**src/rtl/dsm_sched_pkg.sv**
```systemverilog
// Shared helpers for the intermediate port selector.
// Assumes ring offsets are always smaller than the ring depth.
package dsm_sched_pkg;

    // Index into a ring of 'depth' entries, 'ofs' places after 'base'.
    function automatic int unsigned ring_add(int unsigned base, int unsigned ofs,
                                             int unsigned depth);
        int unsigned s;
        s = base + ofs;
        return (s >= depth) ? s - depth : s;
    endfunction

endpackage

```
**src/rtl/xs_wr_track.sv**
```systemverilog
// Per-port write counters for the current slot.
// Counts grants per intermediate port and reports which ports remain under
// the write cap. Assumes 'inc' never targets a port already at the cap.
module xs_wr_track #(
    parameter int NPORT = 8,
    parameter int CAP   = 2,
    parameter int CW    = 2,
    localparam int PW   = (NPORT > 1) ? $clog2(NPORT) : 1
) (
    input  logic                  clk,
    input  logic                  rst_n,
    input  logic                  clr,
    input  logic                  inc,
    input  logic [PW-1:0]         inc_port,
    output logic [NPORT*CW-1:0]   cnt_flat,
    output logic [NPORT-1:0]      ok_vec
);
    logic [CW-1:0] cnt [NPORT];

    // Clear on reset or slot tick, else count the granted port.
    always_ff @(posedge clk) begin
        if (!rst_n || clr) begin
            for (int p = 0; p < NPORT; p++) cnt[p] <= '0;
        end else if (inc) begin
            for (int p = 0; p < NPORT; p++)
                if (inc_port == PW'(p)) cnt[p] <= cnt[p] + CW'(1);
        end
    end

    for (genvar g = 0; g < NPORT; g++) begin : g_port
        // Report headroom and expose the count.
        assign ok_vec[g]             = cnt[g] < CW'(CAP);
        assign cnt_flat[g*CW +: CW]  = cnt[g];
    end
endmodule

```
**src/rtl/xs_rd_book.sv**
```systemverilog
// Circular table of read bookings, DEPTH future slots by NPORT ports.
// A pointer marks the current slot. The pointer's row is output and is
// cleared as the pointer advances. Assumes look_ofs < DEPTH.
module xs_rd_book #(
    parameter int NPORT = 8,
    parameter int DEPTH = 16,
    parameter int CAP   = 2,
    parameter int CW    = 2,
    localparam int PW   = (NPORT > 1) ? $clog2(NPORT) : 1,
    localparam int SW   = (DEPTH > 1) ? $clog2(DEPTH) : 1
) (
    input  logic                  clk,
    input  logic                  rst_n,
    input  logic                  adv,
    input  logic [SW-1:0]         look_ofs,
    input  logic                  book,
    input  logic [PW-1:0]         book_port,
    output logic [NPORT*CW-1:0]   now_flat,
    output logic [NPORT-1:0]      ok_vec
);
    import dsm_sched_pkg::*;

    logic [CW-1:0] tbl [DEPTH][NPORT];
    logic [SW-1:0] ptr;
    logic [SW-1:0] row_sel;

    // Row addressed by the request's offset from the current slot.
    always_comb row_sel = SW'(ring_add(int'(ptr), int'(look_ofs), DEPTH));

    // Move the slot pointer on each tick, wrapping at DEPTH.
    always_ff @(posedge clk) begin
        if (!rst_n)   ptr <= '0;
        else if (adv) ptr <= (ptr == SW'(DEPTH - 1)) ? '0 : ptr + SW'(1);
    end

    // Clear the row being left on a tick; add one booking on a grant.
    always_ff @(posedge clk) begin
        if (!rst_n) begin
            for (int r = 0; r < DEPTH; r++)
                for (int p = 0; p < NPORT; p++) tbl[r][p] <= '0;
        end else if (adv) begin
            for (int p = 0; p < NPORT; p++) tbl[ptr][p] <= '0;
        end else if (book) begin
            tbl[row_sel][book_port] <= tbl[row_sel][book_port] + CW'(1);
        end
    end

    for (genvar g = 0; g < NPORT; g++) begin : g_port
        // Headroom in the looked-up row, and the current row's counts.
        assign ok_vec[g]            = tbl[row_sel][g] < CW'(CAP);
        assign now_flat[g*CW +: CW] = tbl[ptr][g];
    end
endmodule

```
**src/rtl/xs_pick.sv**
```systemverilog
// Lowest-index selector over an eligibility vector.
// Purely combinational; 'idx' is zero when 'any' is low.
module xs_pick #(
    parameter int NPORT = 8,
    localparam int PW   = (NPORT > 1) ? $clog2(NPORT) : 1
) (
    input  logic [NPORT-1:0] elig,
    output logic             any,
    output logic [PW-1:0]    idx
);
    // Scan from the top down so the lowest set bit is the one kept.
    always_comb begin
        any = 1'b0;
        idx = '0;
        for (int p = NPORT - 1; p >= 0; p--) begin
            if (elig[p]) begin
                any = 1'b1;
                idx = PW'(p);
            end
        end
    end
endmodule

```
**src/rtl/dsm_xport_sched.sv**
```systemverilog
// Intermediate port selector for a distributed shared-memory switch.
// Accepts one cell per cycle, with its source, destination and departure
// offset. Picks the lowest port that has write headroom now and read headroom
// at the departure slot, books both, and answers one cycle later.
// Assumes departure offsets are below HORIZON. A request in a tick cycle is
// dropped.
module dsm_xport_sched #(
    parameter int NPORT   = 8,
    parameter int HORIZON = 16,
    parameter int WCAP    = 2,
    parameter int RCAP    = 2,
    localparam int PW     = (NPORT > 1) ? $clog2(NPORT) : 1,
    localparam int SW     = (HORIZON > 1) ? $clog2(HORIZON) : 1,
    localparam int CMAX   = (WCAP > RCAP) ? WCAP : RCAP,
    localparam int CW     = $clog2(CMAX + 1)
) (
    input  logic                 clk,
    input  logic                 rst_n,
    input  logic                 slot_tick,
    input  logic                 req_valid,
    input  logic [PW-1:0]        req_src,
    input  logic [PW-1:0]        req_dst,
    input  logic [SW-1:0]        req_ofs,
    output logic                 gnt_valid,
    output logic [PW-1:0]        gnt_port,
    output logic [PW-1:0]        gnt_src,
    output logic [PW-1:0]        gnt_dst,
    output logic                 gnt_fail,
    output logic [NPORT*CW-1:0]  now_reads
);
    logic                 accept;
    logic                 hit;
    logic                 any_ok;
    logic [PW-1:0]        pick;
    logic [NPORT-1:0]     w_ok;
    logic [NPORT-1:0]     r_ok;
    logic [NPORT-1:0]     elig;
    logic [NPORT*CW-1:0]  w_cnt_flat;

    // A request counts only outside tick cycles; book only when a port fits.
    always_comb begin
        accept = req_valid && !slot_tick;
        elig   = w_ok & r_ok;
        hit    = accept && any_ok;
    end

    xs_wr_track #(.NPORT(NPORT), .CAP(WCAP), .CW(CW)) u_wr (
        .clk      (clk),
        .rst_n    (rst_n),
        .clr      (slot_tick),
        .inc      (hit),
        .inc_port (pick),
        .cnt_flat (w_cnt_flat),
        .ok_vec   (w_ok)
    );

    xs_rd_book #(.NPORT(NPORT), .DEPTH(HORIZON), .CAP(RCAP), .CW(CW)) u_rd (
        .clk       (clk),
        .rst_n     (rst_n),
        .adv       (slot_tick),
        .look_ofs  (req_ofs),
        .book      (hit),
        .book_port (pick),
        .now_flat  (now_reads),
        .ok_vec    (r_ok)
    );

    xs_pick #(.NPORT(NPORT)) u_pick (
        .elig (elig),
        .any  (any_ok),
        .idx  (pick)
    );

    // Register the answer to this cycle's request.
    always_ff @(posedge clk) begin
        if (!rst_n) begin
            gnt_valid <= 1'b0;
            gnt_fail  <= 1'b0;
            gnt_port  <= '0;
            gnt_src   <= '0;
            gnt_dst   <= '0;
        end else begin
            gnt_valid <= hit;
            gnt_fail  <= accept && !any_ok;
            gnt_port  <= pick;
            gnt_src   <= req_src;
            gnt_dst   <= req_dst;
        end
    end
endmodule

```
**config.mk**
```make
export PLATFORM = sky130hd
export DESIGN_NAME = dsm_xport_sched
export DESIGN_NICKNAME = d
export VERILOG_FILES = /design/src/rtl/dsm_sched_pkg.sv /design/src/rtl/xs_wr_track.sv /design/src/rtl/xs_rd_book.sv /design/src/rtl/xs_pick.sv /design/src/rtl/dsm_xport_sched.sv
export SDC_FILE = /design/constraint.sdc
export NUM_CORES = 1
export LEC_CHECK = 0
export ABC_AREA = 1
export CAP_MARGIN = 10
export CELL_PAD_IN_SITES_DETAIL_PLACEMENT = 1
export CELL_PAD_IN_SITES_GLOBAL_PLACEMENT = 1
export CORE_ASPECT_RATIO = 1.5
export CORE_MARGIN = 2
export CORE_UTILIZATION = 47
export CTS_CLUSTER_DIAMETER = 30
export CTS_CLUSTER_SIZE = 24
export DETAILED_ROUTE_END_ITERATION = 7
export GPL_ROUTABILITY_DRIVEN = 1
export HOLD_SLACK_MARGIN = 0.05
export PLACE_DENSITY_LB_ADDON = 0.1
export SYNTH_ARGS = -nofsm -noshare
export SYNTH_HDL_FRONTEND = slang
export SYNTH_HIERARCHICAL = 1
export SYNTH_SLANG_ARGS = --single-unit
```
**constraint.sdc**
```tcl
create_clock -name clk -period 6.6 [get_ports clk]
set_input_delay 1.32 -clock clk [delete_from_list [all_inputs] [get_ports clk]]
set_output_delay 1.32 -clock clk [all_outputs]
set_load 0.005 [all_outputs]
```
**After elaboration in Yosys (flattened, before gate mapping)**

Memories as Yosys holds them, arrays and structs flattened. A register that Yosys moved wholly into a read port is not among the register bits.
Index checks and enable logic that the tools add are counted.

- $add $sub $neg: 12
- $lt $le $gt $ge: 19
- Equal/unequal tests: 8
- Multiplexer cells: 81
- Bitwise operators: 10
- Reduce and logical (&&, ||, !) cells: 11

Operators with widths:

| cell | number |
|---|---|
| $mux 16 | 4 |
| $mux 1 | 50 |
| $lt 2x2->1 const B | 16 |
| $reduce_or 16->1 | 2 |
| $mux 3 | 8 |
| $mux 4 | 6 |
| $mux 2 | 11 |
| $add 2x1->2 const B | 9 |
| $eq 3x3->1 const B | 4 |
| $and 8x8->8 | 1 |
| $or 1x1->1 | 8 |
| $bmux 2 s3 | 1 |
| $demux 2 s3 | 1 |
| $eq 3x2->1 const B | 2 |
| $add 4x4->5 | 1 |
| $ge 5x5->1 const B | 1 |
| $add 4x1->4 const B | 1 |
| $eq 4x4->1 const B | 1 |
| $ge 4x4->1 const B | 1 |
| $logic_and 1x1->1 | 4 |
| $lt 4x1->1 const B | 1 |
| $not 3->4 | 1 |
| $sub 4x1->4 const B | 1 |
| $eq 3x1->1 const B | 1 |
| 3 further kinds | 5 |

- Register bits after elaboration: 15
- RAM bits: 272
- Output and inout port bits: 27
- Memories: 2

Memories:

| memory | depth | bits a word | read ports | clocked after Yosys merged registers in | write ports | line | text |
|---|---|---|---|---|---|---|---|
| u_rd.tbl | 16 | 16 | 2 | 1 | 16 | xs_rd_book.sv:23 | `logic [CW-1:0] tbl [DEPTH][NPORT];` |
| u_wr.cnt | 8 | 2 | 8 | 0 | 8 | xs_wr_track.sv:18 | `logic [CW-1:0] cnt [NPORT];` |

**Logic depth before layout (Yosys ltp)**

An unclocked memory read counts as a cell.

- Depth in word-level cells: 22
- Mapped depth: 34

**Modules after synthesis**

The synthesis kept the hierarchy.

Modules (own cells, without submodules):

| module | instances | cells each | area each (µm²) | seq. area each (µm²) |
|---|---|---|---|---|
| xs_rd_book | 1 | 2,073 | 15,838.9 | 7,847.5 |
| xs_wr_track | 1 | 84 | 819.5 | 480.5 |
| dsm_xport_sched | 1 | 53 | 390.4 | 220.2 |
| xs_pick | 1 | 22 | 98.8 | 0.0 |

**Worst setup path after synthesis**

Ideal clock, no wire load.

- Kind: input to register
- From: input port req_ofs[0]
- To: memory u_rd/tbl[0][11] (netlist bit) (data pin)
- Arrival: 5.003 ns
- Required time: 6.346 ns
- Setup slack: 1.343 ns
- Stages on the path: 31
- Buffers on the path: 5
- Path through: ha_1 fa_1 buf_2 buf_1 nand3_1 nand2_1 nand2_1 nand3_1 and2_1 nand2_1 inv_1 inv_1 nand2_1 nand2_1 nand2_1 nand2_1 a21oi_1 clkbuf_1 inv_1 nor2_1 nand3_1 nand2_1 inv_1 nand2_1 inv_1 nand2_1 nand2_1 nand3_1 buf_4 buf_4 nor2_1

RTL lines:

| what | line | text |
|---|---|---|
| start, declared | dsm_xport_sched.sv:23 | `input logic [SW-1:0] req_ofs,` |
| end, declared | xs_rd_book.sv:23 |  |

==> impl_metrics.csv <==
group,metric,value,unit
run_status,status,"finished clean",
final_layout,area_delta_synth_final,17.10,%
power_and_ir_drop,max-vdd-ir-drop,0.2011,mV
route,dr_total_vias,16040,
timing,finalHoldViolCount,0,
cts,insertion_delay,590,ps
power_and_ir_drop,swShare,30.55,%
power_and_ir_drop,clockPowerShare,45.4,%
final_layout,finalInstanceArea,20080,sq um
timing,slew_violations,0,
timing,worst_pin_slew,1100,ps
setup_path,cp.required,6880,ps
setup_path,critPathMaxStageDelay,510,ps
final_layout,num_antenna_cells,0,
setup_path,crit_top_cell,"nand2_1",
final_layout,n_fill_cell,4413,
route,via_per_inst,5.771,
global_routing,grt_pass1_vias,17310,
power_and_ir_drop,p_comb_share,19.5,%
final_layout,final_common_cell,"nand2_1",
synthesis,syn-instance-count,2232,
timing,period_minus_slack,5834,ps
cts,cts_root_buffer,"clkbuf_16",
synthesis,synth_edf_count,272,
route,drt_iter0_markers,1227,
power_and_ir_drop,power_switching,0.001873,W
timing,setup_ws,766.0,ps
setup_path,critPathSlowestCell,"clkdlybuf4s50_1",
floorplan,die-area,38060,sq um
timing,relSlewSlack,26.60,%
setup_path,crit_fanout,31,
cts,cts_buffers,56,
place,place_hpwl,39.50,mm
cts,cts_hold_buffers,0,
hold_path,worstHoldPathType,"reg2reg",
route,wl,62.51,mm
place,place_area,18230,sq um
power_and_ir_drop,powerDensity,305.4,nW/um^2
global_routing,antenna_found_initial,0,
synthesis,netlist_area,17150,sq um
synthesis,ys_ff_latch,291,
floorplan,start_util,47.70,%
final_layout,drive_gt1_share,8.257,%
floorplan,die_w,160.0,microns
timing,setup_viol,0,
global_routing,grt-ovfl-total,0,
cts,post-cts-setup-buffers,0,
place,globalplace.congestion,0.8930,
setup_path,critPathBufInv,8,
synthesis,ys_top_cells_by_area,"edfxtp_1 (48%), nand2_1 (16%), nor2_1 (7.1%), nand3_1 (6.1%), inv_1 (3.9%)",
cts,cts.clk_slew.worst_paths,50,ps
place,io_buffers,40,
global_routing,grt_pass1_wl,95.67,mm
final_layout,nets,2274,
synthesis,async_flop_share,0,%
place,pre_cts_ws,305.6,ps
synthesis,synth_seq_area_share,49.85,%
timing,final.period_utilization,88.39,%
route,drc,0,
power_and_ir_drop,p_int,0.004259,W
setup_path,worstSetupPathType,"in2reg",
floorplan,fp.coreArea,35950,sq um
cts,cts.path.max_buffers,3,
route,dr.pass1.iters,6,
cts,cts-resized-gates,0,
place,placed_cells,2675,
cts,cts_tree,"built",
cts,h-tree-depth,2,
flow_run,cap_viol_max_count,0,
setup_path,crit_family,"simple AND/OR/NAND/NOR gates",
timing,grt_setup_unrepaired,"no",
synthesis,synth.avg_cell_area,7.683,sq um
synthesis,synth_top_area_cell,"edfxtp_1",
route,post_drt_wl_per_cell,22.49,microns
synthesis,ys_warn_count,6,
global_routing,grt_usage,32.70,%
timing,fin_tns_setup,0,ps
final_layout,layout_common_cells,"nand2_1 (739), nor2_1 (325), edfxtp_1 (272)",
synthesis,synth_top_flop_cell,"edfxtp_1",
route,final_antenna_net_count,0,
final_layout,final_util,55.86,%
floorplan,die_height,237.9,microns
floorplan,io_pins,41,
setup_path,crit_path_end_kind,"flop",
setup_path,crit_arrival,6120,ps
setup_path,startpoint_type,"input pin",
floorplan,rows,85,
cts,clock-sinks,291,
timing,skew,23.28,ps
timing,fmax,0.1714,GHz
synthesis,synth_nets,2251,
power_and_ir_drop,power_frac_seq,35.1,%
power_and_ir_drop,power_leakage,8.189,nW
final_layout,instances_no_fill,2779,
global_routing,grt_max_degree,102,
synthesis,ys_types,35,
synthesis,synth_top_cell_area_share,47.63,%
[kinds of logic (layout without fill, tap and decap cells)]
logic type / after synthesis / count (layout) / share of synthesized area, %
AOI/OAI and AO/OA: 249 / 249 / 8.121
xor gates and xnor gates: 10 / 10 / 0.5108
adders and majority gates: 5 / 5 / 0.4086
buffers and inverters: 337 / 406 / 8.238
DFF: 291 / 291 / 49.85
muxes: 44 / 44 / 2.568
and+or+nand+nor: 1296 / 1296 / 30.30
[flip-flops by register name, indices dropped and copies added, names as in the netlist, named ones only]
signal     flops
gnt_fail       1
u_rd/ptr       4
gnt_valid      1
u_rd/tbl     256
gnt_port       3
u_wr/cnt      16
gnt_src        3
gnt_dst        3
[area by class of cell]
cell class | instances | area [sq um] | share of cell area [%]
clock buffer | 60 | 1416 | 7.054
clock inverter | 44 | 436.7 | 2.175
inverter | 187 | 703.2 | 3.502
multi-input combinational | 1604 | 7248 | 36.10
sequential | 291 | 8553 | 42.60
tap | 478 | 598.1 | 2.979
timing repair buffer | 115 | 1124 | 5.596
[cell usage after synthesis (4+ instances only)]
library cell	instances
nand2_1	740
o221ai_1	9
a21oi_1	91
ha_1	4
nor2_2	4
buf_4	16
nand3_1	209
and2_1	8
dfxtp_1	19
o21ai_0	102
nor2_1	325
clkbuf_1	74
buf_1	10
buf_2	46
xnor2_1	9
inv_1	179
mux2i_1	44
edfxtp_1	272
buf_6	4
o211ai_1	44
inv_2	6
[per-layer routing]
layer | global-route usage, % | vias up | share of wire, %
met5 | 0 | - | 0
met4 | 16.82 | 0 | 5.1
met3 | 4.346 | 177 | 5.2
met2 | 59.15 | 520 | 51
met1 | 37.78 | 8001 | 38
li1 | - | 7339 | -
[metrics by stage]
step	power [W]	hold WS [ps]
4_1_cts	0.006153	580.1
5_1_grt	0.006351	607.1
3_5_place_dp	0.003360	571.1
3_3_place_gp	0.003325	561.8
2_1_floorplan	0.002892	522.2
6_report	0.006132	579.9
[power by group through the flow]
| stage | registers, W | logic [W] | clock network (W) |
|---|---|---|---|
| 6_report | 0.00215 | 0.00120 | 0.00278 |
| 5_1_grt | 0.00216 | 0.00130 | 0.00289 |
| 4_1_cts | 0.00215 | 0.00119 | 0.00281 |
| 3_5_place_dp | 0.00219 | 0.00117 | 0 |
| 3_3_place_gp | 0.00218 | 0.00115 | 0 |
| 2_1_floorplan | 0.00216 | 0.000737 | 0 |
[path summary, 6_finish.rpt]
path | startpoint | end | slack (ps) | cells past startpoint
worst max-delay path | req_ofs[0] | u_rd/tbl[14][0]$_SDFFCE_PN0P_ | 770 | 25
worst min-delay path | u_wr/cnt[0][0]$_SDFFCE_PN0P_ | u_wr/cnt[0][0]$_SDFFCE_PN0P_ | 580 | 1
worst max register to register | u_rd/ptr[0]$_SDFFE_PN0P_ | u_rd/tbl[14][0]$_SDFFCE_PN0P_ | 1470 | 24
worst min register to register | u_wr/cnt[0][0]$_SDFFCE_PN0P_ | u_wr/cnt[0][0]$_SDFFCE_PN0P_ | 580 | 1
Power figures use the tool's default switching activity.
